--- config.mk ---
export PLATFORM = sky130hd
export DESIGN_NAME = hb_port
export DESIGN_NICKNAME = d
export VERILOG_FILES = /design/src/rtl/hb_pkg.sv /design/src/rtl/hb_sync.sv /design/src/rtl/hb_pack.sv /design/src/rtl/hb_regs.sv /design/src/rtl/hb_port.sv
export SDC_FILE = /design/constraint.sdc
export NUM_CORES = 2
export LEC_CHECK = 0
export CORE_MARGIN = 2
export CORE_UTILIZATION = 55
export DETAILED_ROUTE_END_ITERATION = 12
export DONT_BUFFER_PORTS = 1
export PLACE_DENSITY = 0.7
export SYNTH_ARGS = -nofsm -noshare
export SYNTH_HDL_FRONTEND = slang
export SYNTH_SLANG_ARGS = --single-unit
export TNS_END_PERCENT = 100
--- constraint.sdc ---
create_clock -name clk -period 15.5 [get_ports clk]
set_clock_uncertainty 0.05 [all_clocks]
set_input_delay 4.65 -clock clk [delete_from_list [all_inputs] [get_ports clk]]
set_output_delay 4.65 -clock clk [all_outputs]
set_load 0.03 [all_outputs]
--- src/rtl/hb_pkg.sv ---
package hb_pkg;

    typedef enum logic [1:0] {
        SRC_ZERO   = 2'd0,
        SRC_IADDR  = 2'd1,
        SRC_WIN    = 2'd2,
        SRC_STREAM = 2'd3
    } rd_src_e;

    localparam logic [3:0] LOC_IADDR  = 4'h0;
    localparam logic [3:0] LOC_WINDOW = 4'h1;

    // bus beat width in bits for a size code
    function automatic logic [5:0] lane_bits(input logic [1:0] size);
        case (size)
            2'd0:    lane_bits = 6'd8;
            2'd1:    lane_bits = 6'd16;
            default: lane_bits = 6'd32;
        endcase
    endfunction

    // index of the final beat of a 32-bit word
    function automatic logic [1:0] last_beat(input logic [1:0] size);
        case (size)
            2'd0:    last_beat = 2'd3;
            2'd1:    last_beat = 2'd1;
            default: last_beat = 2'd0;
        endcase
    endfunction

endpackage

--- src/rtl/hb_sync.sv ---
module hb_sync #(
    parameter int N = 4
) (
    input  logic         clk,
    input  logic         rst_n,
    input  logic [N-1:0] raw,
    output logic [N-1:0] lvl
);

    typedef struct packed {
        logic [N-1:0] s1;
        logic [N-1:0] s2;
    } sync_t;

    sync_t st_d, st_q;

    always_comb begin
        st_d.s1 = raw;
        st_d.s2 = st_q.s1;
    end

    always_ff @(posedge clk or negedge rst_n) begin
        if (!rst_n) st_q <= '0;
        else        st_q <= st_d;
    end

    assign lvl = st_q.s2;

    for (genvar i = 0; i < N; i++) begin : g_chk
        // a synchronised level only rises two edges after the pin
        a_r5_two_stage: assert property (@(posedge clk) disable iff (!rst_n)
            $rose(lvl[i]) |-> $past(raw[i], 2));
    end

endmodule

--- src/rtl/hb_pack.sv ---
module hb_pack
    import hb_pkg::*;
(
    input  logic        clk,
    input  logic        rst_n,
    input  logic [1:0]  size,
    input  logic        ld,
    input  logic [31:0] ld_word,
    input  logic        rd_beat,
    input  logic        wr_beat,
    input  logic [31:0] bus_in,
    output logic [31:0] lane,
    output logic [31:0] word,
    output logic        fin
);

    typedef struct packed {
        logic [1:0]  cnt;
        logic [31:0] sh;
    } pack_t;

    pack_t st_d, st_q;

    logic [5:0]  w;
    logic        last;
    logic [31:0] shifted;
    logic [31:0] incoming;

    always_comb begin
        w        = lane_bits(size);
        last     = (st_q.cnt == last_beat(size));
        shifted  = st_q.sh << w;
        incoming = bus_in >> (6'd32 - w);
        word     = shifted | incoming;
        lane     = st_q.sh & (32'hFFFF_FFFF << (6'd32 - w));
        fin      = (rd_beat | wr_beat) & last;

        st_d = st_q;
        if (ld && st_q.cnt == 2'd0) st_d.sh = ld_word;
        if (rd_beat) begin
            st_d.sh  = shifted;
            st_d.cnt = last ? 2'd0 : st_q.cnt + 2'd1;
        end else if (wr_beat) begin
            st_d.sh  = word;
            st_d.cnt = last ? 2'd0 : st_q.cnt + 2'd1;
        end
    end

    always_ff @(posedge clk or negedge rst_n) begin
        if (!rst_n) st_q <= '0;
        else        st_q <= st_d;
    end

    // after the final beat of a word the beat counter is back at zero
    a_r6_wrap: assert property (@(posedge clk) disable iff (!rst_n)
        fin |=> (st_q.cnt == 2'd0));

endmodule

--- src/rtl/hb_regs.sv ---
module hb_regs #(
    parameter int DEPTH = 64,
    localparam int AW = $clog2(DEPTH)
) (
    input  logic          clk,
    input  logic          rst_n,
    input  logic          we,
    input  logic [AW-1:0] waddr,
    input  logic [31:0]   wdata,
    input  logic [AW-1:0] raddr,
    output logic [31:0]   rdata
);

    logic [31:0] mem_d [DEPTH];
    logic [31:0] mem_q [DEPTH];

    always_comb begin
        mem_d = mem_q;
        if (we) mem_d[waddr] = wdata;
    end

    always_ff @(posedge clk or negedge rst_n) begin
        if (!rst_n) begin
            for (int i = 0; i < DEPTH; i++) mem_q[i] <= '0;
        end else begin
            mem_q <= mem_d;
        end
    end

    assign rdata = mem_q[raddr];

    // a committed window write lands at the pointed entry
    a_r3_store: assert property (@(posedge clk) disable iff (!rst_n)
        we |=> (mem_q[$past(waddr)] == $past(wdata)));

endmodule

--- src/rtl/hb_port.sv ---
module hb_port
    import hb_pkg::*;
#(
    parameter int REG_DEPTH = 64
) (
    input  logic        clk,
    input  logic        rst_n,
    input  logic        cs_n,
    input  logic        rd_n,
    input  logic        wr_n,
    input  logic        dack_n,
    input  logic [3:0]  addr,
    input  logic [31:0] wdata,
    output logic [31:0] rdata,
    input  logic        ctl_wide,
    input  logic [1:0]  data_size,
    input  logic        flyby,
    input  logic [31:0] dma_out_word,
    output logic        dma_out_take,
    output logic [31:0] dma_in_word,
    output logic        dma_in_valid
);

    localparam int AW = $clog2(REG_DEPTH);

    typedef struct packed {
        logic [1:0]    prev;      // delayed rd/wr levels
        logic [AW-1:0] ia;
        rd_src_e       rsel;
        logic          in_valid;
        logic [31:0]   in_word;
    } port_t;

    port_t st_d, st_q;

    // bit 0 cs, 1 rd, 2 wr, 3 dack (active high after inversion)
    logic [3:0] lvl;

    hb_sync #(.N(4)) i_sync (
        .clk   (clk),
        .rst_n (rst_n),
        .raw   ({~dack_n, ~wr_n, ~rd_n, ~cs_n}),
        .lvl   (lvl)
    );

    logic rd_rise, rd_fall, wr_rise, wr_fall;
    logic dma_on, reg_on;
    logic get_start, get_end, put_end;
    logic reg_rd_start, reg_rd_end, reg_wr_end;
    logic hit_ia, hit_win;

    always_comb begin
        rd_rise = lvl[1] & ~st_q.prev[0];
        rd_fall = ~lvl[1] & st_q.prev[0];
        wr_rise = lvl[2] & ~st_q.prev[1];
        wr_fall = ~lvl[2] & st_q.prev[1];
        dma_on  = lvl[3];
        reg_on  = lvl[0] & ~lvl[3];
        get_start    = dma_on & (flyby ? wr_rise : rd_rise);
        get_end      = dma_on & (flyby ? wr_fall : rd_fall);
        put_end      = dma_on & (flyby ? rd_fall : wr_fall);
        reg_rd_start = reg_on & rd_rise;
        reg_rd_end   = reg_on & rd_fall;
        reg_wr_end   = reg_on & wr_fall;
        hit_ia  = (addr == LOC_IADDR);
        hit_win = (addr == LOC_WINDOW);
    end

    logic [31:0] rf_rdata;
    logic [31:0] c_lane, c_word, d_lane, d_word;
    logic        c_fin, d_fin;
    logic        rf_we;

    hb_pack i_ctl_pack (
        .clk     (clk),
        .rst_n   (rst_n),
        .size    (ctl_wide ? 2'd2 : 2'd1),
        .ld      (reg_rd_start & hit_win),
        .ld_word (rf_rdata),
        .rd_beat (reg_rd_end & hit_win),
        .wr_beat (reg_wr_end & hit_win),
        .bus_in  (wdata),
        .lane    (c_lane),
        .word    (c_word),
        .fin     (c_fin)
    );

    hb_pack i_dma_pack (
        .clk     (clk),
        .rst_n   (rst_n),
        .size    (data_size),
        .ld      (get_start),
        .ld_word (dma_out_word),
        .rd_beat (get_end),
        .wr_beat (put_end),
        .bus_in  (wdata),
        .lane    (d_lane),
        .word    (d_word),
        .fin     (d_fin)
    );

    assign rf_we = c_fin & reg_wr_end & hit_win;

    hb_regs #(.DEPTH(REG_DEPTH)) i_regs (
        .clk   (clk),
        .rst_n (rst_n),
        .we    (rf_we),
        .waddr (st_q.ia),
        .wdata (c_word),
        .raddr (st_q.ia),
        .rdata (rf_rdata)
    );

    always_comb begin
        st_d          = st_q;
        st_d.prev     = lvl[2:1];
        st_d.in_valid = 1'b0;
        if (reg_rd_start) begin
            if (hit_ia)       st_d.rsel = SRC_IADDR;
            else if (hit_win) st_d.rsel = SRC_WIN;
            else              st_d.rsel = SRC_ZERO;
        end
        if (get_start) st_d.rsel = SRC_STREAM;
        if (reg_wr_end && hit_ia)
            st_d.ia = ctl_wide ? wdata[AW-1:0] : wdata[16 +: AW];
        if (c_fin && hit_win) st_d.ia = st_q.ia + AW'(1);
        if (d_fin && put_end) begin
            st_d.in_valid = 1'b1;
            st_d.in_word  = d_word;
        end
    end

    always_ff @(posedge clk or negedge rst_n) begin
        if (!rst_n) st_q <= '{prev: '0, ia: '0, rsel: SRC_ZERO, in_valid: 1'b0, in_word: '0};
        else        st_q <= st_d;
    end

    always_comb begin
        case (st_q.rsel)
            SRC_IADDR:  rdata = ctl_wide ? 32'(st_q.ia) : {16'(st_q.ia), 16'h0};
            SRC_WIN:    rdata = c_lane;
            SRC_STREAM: rdata = d_lane;
            default:    rdata = '0;
        endcase
    end

    assign dma_out_take = d_fin & get_end;
    assign dma_in_word  = st_q.in_word;
    assign dma_in_valid = st_q.in_valid;

    // writes to unmapped direct locations leave the pointer alone
    a_r2_unmapped_keep: assert property (@(posedge clk) disable iff (!rst_n)
        (reg_wr_end && !hit_ia && !hit_win) |=> $stable(st_q.ia));

    // the pointer steps by one after a completed window word
    a_r3_autoinc: assert property (@(posedge clk) disable iff (!rst_n)
        c_fin |=> (st_q.ia == AW'($past(st_q.ia) + AW'(1))));

    // a write strobe with both selects held is not a register write
    a_r8_dma_wins: assert property (@(posedge clk) disable iff (!rst_n)
        (lvl[3] && lvl[0] && wr_fall) |=> $stable(st_q.ia));

    // inbound completion is a single-cycle pulse
    a_r6_in_pulse: assert property (@(posedge clk) disable iff (!rst_n)
        dma_in_valid |=> !dma_in_valid);

    // outbound words are only consumed under an acknowledge
    a_r7_take_under_ack: assert property (@(posedge clk) disable iff (!rst_n)
        dma_out_take |-> !$past(dack_n, 2));

endmodule

# Yosys cells after proc, flatten, opt, wreduce, memory -nomap -nowiden
# Cells that the tools add are included.
[word_totals]
latch_bits = 0
regBits = 2167
ramBits = 0
out_inout_bits = 66
memories = 0
rom_bits = 0
[classes]
div = 0
magnitude_cmp = 2
reduce_logical = 17
shifts = 6
multipliers = 0
mux = 32
bitwise = 35
eq_ne = 8
addsub = 5
[ops]
columns = ["operator", "count"]
rows = [
  ["bitwise mux 2048 bit", 1],
  ["binary-select mux 32 bit (select 6 bit)", 1],
  ["demux 32 bit (select 6 bit)", 1],
  ["2-to-1 mux 32 bit", 5],
  ["2-to-1 mux 34 bit", 4],
  ["one-hot mux 32 bit (3 select lines)", 1],
  ["AND 32 bit", 2],
  ["bitwise OR 32 bit", 2],
  ["<< shifter 32 x 6 -> 32 bit", 2],
  ["<< shifter 32 x 6 -> 32 bit (first input constant)", 2],
  ["right shift 32 x 6 -> 32 bit", 2],
  ["2-to-1 mux 33 bit", 1],
  ["one-hot mux 6 bit (2 select lines)", 2],
  ["2-to-1 mux 22 bit", 1],
  ["AND 1 bit", 19],
  ["2-to-1 mux 6 bit", 3],
  ["2-to-1 mux 2 bit", 7],
  ["subtractor 6 bit (first input constant)", 2],
  ["NOT 1 bit", 9],
  ["zero test 2 bit", 4],
  ["one-hot mux 2 bit (2 select lines)", 2],
  ["nonzero test 2 bit", 4],
  ["greater-or-equal comparator 7 bit (second input constant)", 1],
  ["< comparator 7 x 1 -> 1 bit (second input constant)", 1],
  ["other kinds (12)", 26],
]

# Depth between registers and ports, before layout
[logic_depth]
depth_word = 8
mapped_depth = 13

# Cells and area by module
# Synthesis repeated with hierarchy kept, for this count alone.
[unflattened]
hier_cells = 6886
area_unflattened_um2 = 102261.8
[modules_own_cells]
columns = ["mod", "instances", "area_per_inst_um2", "cells_each"]
rows = [
  ["hb_regs", 1, 92511.2, 5788],
  ["hb_pack", 2, 3334.4, 416],
  ["hb_port", 1, 2881.5, 258],
  ["hb_sync", 1, 200.2, 8],
]

# Worst setup path before layout
# Ideal clock, no wire load.
[synth_timing]
path_type = "in2out"
startpoint = "input data_size[0]"
endpoint = "output rdata[30]"
t_arrival_ns = 7.426
setup_slack_ns = 3.374
cell_stages = 9
n_path_buf = 4
path_cell_list = "clkbuf_1 > buf_1 > nand2_1 > ha_1 > clkbuf_1 > xnor2_1 > clkbuf_1 > nand3_1 > a21boi_0"
[synth_between]
elab_chain_len = 6
word_cells_on_any_way = 7
[synth_lines]
columns = ["item", "line_no", "rtl"]
rows = [
  ["from (decl)", "hb_port.sv:16", "input logic [1:0] data_size,"],
  ["equality test 2 x 1 -> 1 bit / zero test 2 bit (equally long branches)", "hb_pkg.sv:15", "case (size)"],
  ["one-hot mux 6 bit (2 select lines) *", "hb_pkg.sv:15", ""],
  ["subtractor 6 bit *", "hb_pack.sv:35", "lane = st_q.sh & (32'hFFFF_FFFF << (6'd32 - w));"],
  ["<< shifter 32 x 6 -> 32 bit *", "hb_pack.sv:35", ""],
  ["AND 32 bit *", "hb_pack.sv:35", ""],
  ["one-hot mux 32 bit (3 select lines) *", "hb_port.sv:139", "case (st_q.rsel)"],
  ["to (decl)", "hb_port.sv:14", "output logic [31:0] rdata,"],
]
# Mark *: on every way between the ends. The rest lies on a longest branch, timed or not.

# Worst setup path after layout
[layout_timing]
startpoint = "input data_size[1]"
endpoint = "output rdata[13]"
# The elaborated chain is that of the path after synthesis.

==> summary.txt <==
Synth
  • Syn avg cell area: between 10 and 15 um^2
  • Syn_nets: just under 10000
  • Post-Synthesis Cells: 9547
  • XOR/XNOR Fraction of Synth Area: 0.0455%
  • Synth area leaders: dfrtp_1 (56%), o21ai_0 (9.9%), nand2_1 (7.8%), mux4_2 (5.9%), clkbuf_1 (2.5%)
  • Simple-Gate Fraction of Synth Area: 11.1%
  • Mapped cell area: 96300 um^2
  • Ys flop type: dfrtp_1
  • Ys async rst share: 100%
  • Combinational family with the most area after synthesis: compound AO/OA/AOI/OAI gates
  • Synth Area in Adders: 0.0649%
  • Seq cells post-synth: 2167
  • Compound-cell area share of the yosys netlist: 18.3%
  • Synth unique cells: 75
  • Mux share of post-synthesis cell area: 9.93%
  • Post-synth top area share: 56.3%
  • EDFF count, synth: 0
  • Number of synthesis warnings: 0
  • Synth area leader: dfrtp_1
  • Register area share after synthesis: 56.3%

Setup path
  • Crit Path Max Fanout: 39
  • Cell count along the critical path: 6
  • Slack of the worst reg-to-reg path: 9.39 ns
  • CP startpoint: data_size[1]
  • WP data arrival: 7.25 ns
  • Worst Setup Start Kind: input pin
  • Reg2reg end: i_ctl_pack.st_q[17]
  • Cells along the critical path: inv_1 -> nand2_1 -> ha_1 -> nand2b_1 -> nor2_1 -> a22o_1
  • Reg2Reg Depth: 9
  • Largest stage delay, worst path: 0.67 ns
  • CP top delay family: simple AND/OR/NAND/NOR gates
  • Critical path type: input pin to primary output
  • R2R Path Start: st_q[37]
  • Setup crit end kind: primary output
  • Crit path to: rdata[13]
  • CP bufs+invs: 1
  • Crit path required time: 10.80 ns
  • Crit-path slowest cell: ha_1

Cells and area
  • Highest-count cells in the layout ignoring fill and taps: dfrtp_1 (2164), nand2_1 (1994), o21ai_0 (1897)
  • Post-Layout Inst Area: ~110000 um^2
  • NumNets Final: 9121
  • Leading cell type in the layout, fill and taps excluded: dfrtp_1
  • Layout area overhead: 9.17%
  • Final Non-Filler Cells: 11500
  • Final core occ: 60.4%
  • Fraction of layout instances using a drive strength above 1: 12.1%

STA
  • Fin. Hold Viols: 0
  • RSZ-0062 raised after global routing: false
  • Max-slew headroom: -2.90%
  • Fmax: 0.0837 GHz
  • Tcrit/Tclk final: 77.1%
  • Count of pins over their slew limit: 3
  • Count of final setup violators: 0
  • Worst-Margin Slew: 1.53 ns
  • Tmin final: 11.95 ns
  • Fin Setup TNS: 0 ns

Clock tree
  • Clock slew at reported path FFs: approximately 0.06 ns
  • CTS tree: built
  • Clock Tree Buf Depth: 3
  • Root Driver: clkbuf_16
  • Resized cells post-CTS: 0
  • Total CTS buffers: 216
  • H-tree depth: 4
  • CTS Hold Bufs: 0
  • Setup bufs post-CTS: 0
  • Clock Latency Late Sink: 0.89 ns
  • Clock sinks: 2167

Hold path
  • Worst min path class: register to register

Drt
  • Routed vias: 75400
  • DR WL/cell: between 20 and 30 um
  • Post-route ant nets: 0
  • Initial drt markers: 9692
  • First-pass DRT Iterations: 8
  • WL final: ~340 mm
  • Via density: 6.53
  • Residual DRC count: 0

Power
  • Peak VDD IR: 0.0903 mV
  • Leakage: around 46 nW
  • Pwr Density: 122 nW/um^2

Place
  • Port Buffers: 0
  • Dpl cell area: 97800 um^2
  • Placed Cells: ~11000
  • Gpl congestion: ~1.0
  • DPL Wire Length: 203 mm

Floorplanning
  • CORE AREA: 174000 um^2
  • I/O pin cnt: 144
  • Initial Util: a little under three fifths
  • Die Ht: 423 um
  • Die span in x: 423 um
  • Die Area: 179000 um^2
  • Row count: 153

GRT
  • Initial antenna violation count: 28
  • Pin count of the biggest net entering global routing: between 200 and 300
  • Grt total ovfl: 0
  • Vias in the first global route: 72900
  • Global-route wire length before repair: just under 500 mm
  • Total GRT Usage: a little under two fifths

Flow run
  • MaxCap Viol Count: 2

Status
  • Failing checks: capacitance limit, slew limit
  • Run status: complete, but fails checks
[power by group]
group,switching [mW],internal [mW]
Clock,2.30,3.08
Sequential,0.244,5.75
Combinational,1.06,0.363
Total,3.60,9.19
[synth_stat cells (53+ instances only)]
cell type and instances:
dfrtp_1 2167, a22o_1 61, mux4_2 254, a21oi_1 472, a22oi_1 159, buf_2 225, nor2_1 423, nand2_1 2001
o21ai_0 1900, mux2i_1 233, mux2_2 134, o22ai_1 94, a221oi_1 152, clkbuf_1 647, buf_1 53
[state kept, by name, indices dropped and copies added, names as in the netlist]
signal,count
dma_in_word,32
i_sync.st_d,4
st_q,10
i_ctl_pack.st_q,34
i_regs.mem_q,2048
i_dma_pack.st_q,34
i_sync.lvl,4
dma_in_valid,1
[area by class of cell]
type / count / area, um^2
Clock inverter: 66 / 915
Multi-Input combinational cell: 6396 / 38600
Tap cell: 2325 / 2910
Sequential cell: 2167 / 54200
Antenna cell: 7 / 17.5
Inverter: 24 / 96.3
Clock buffer: 326 / 6380
Timing Repair Buffer: 233 / 2010
Fill cell: 14200 / 68800
[logic make-up (layout without fill, tap and decap cells)]
group | Yosys count | count (layout)
AO/OA/AOI/OAI | 3103 | 3103
buffers and inverters | 984 | 649
multiplexers | 621 | 621
other | 0 | 7
flip-flops | 2167 | 2167
XOR/XNOR | 5 | 5
adder cells (fa/ha/maj) | 5 | 5
AND/OR/NAND/NOR | 2662 | 2662
[worst min path at each step]
stage	start	end	depth (start not counted)
floorplan	i_sync.st_d[0]	i_sync.lvl[0]	0
global placement	i_sync.st_d[3]	i_sync.lvl[3]	0
detailed placement	i_sync.st_d[0]	i_sync.lvl[0]	0
CTS	i_sync.st_d[1]	i_sync.lvl[1]	0
global route	i_sync.st_d[3]	i_sync.lvl[3]	0
finish	i_sync.st_d[1]	i_sync.lvl[1]	0
[metrics by stage]
step | setup slack (ns) | power [mW] | hold slack, ns
2_1_floorplan | 3.37 | 6.84 | 0.281
3_3_place_gp | 3.69 | 7.45 | 0.285
3_5_place_dp | 3.63 | 7.46 | 0.290
4_1_cts | 3.63 | 12.8 | 0.303
5_1_grt | 3.40 | 13.1 | 0.310
6_report | 3.55 | 12.8 | 0.303
[per-layer routing]
layer  GRT usage (%)  vias to the layer above  routed length (um)
met2            55.0                     4398              144000
met3            12.1                     1106               42700
met4            24.3                       26               25900
li1                -                    32400                   -
met1            49.3                    37500              125000
met5               0                        -                 176
No activity file was read; power rests on OpenSTA's default activity.
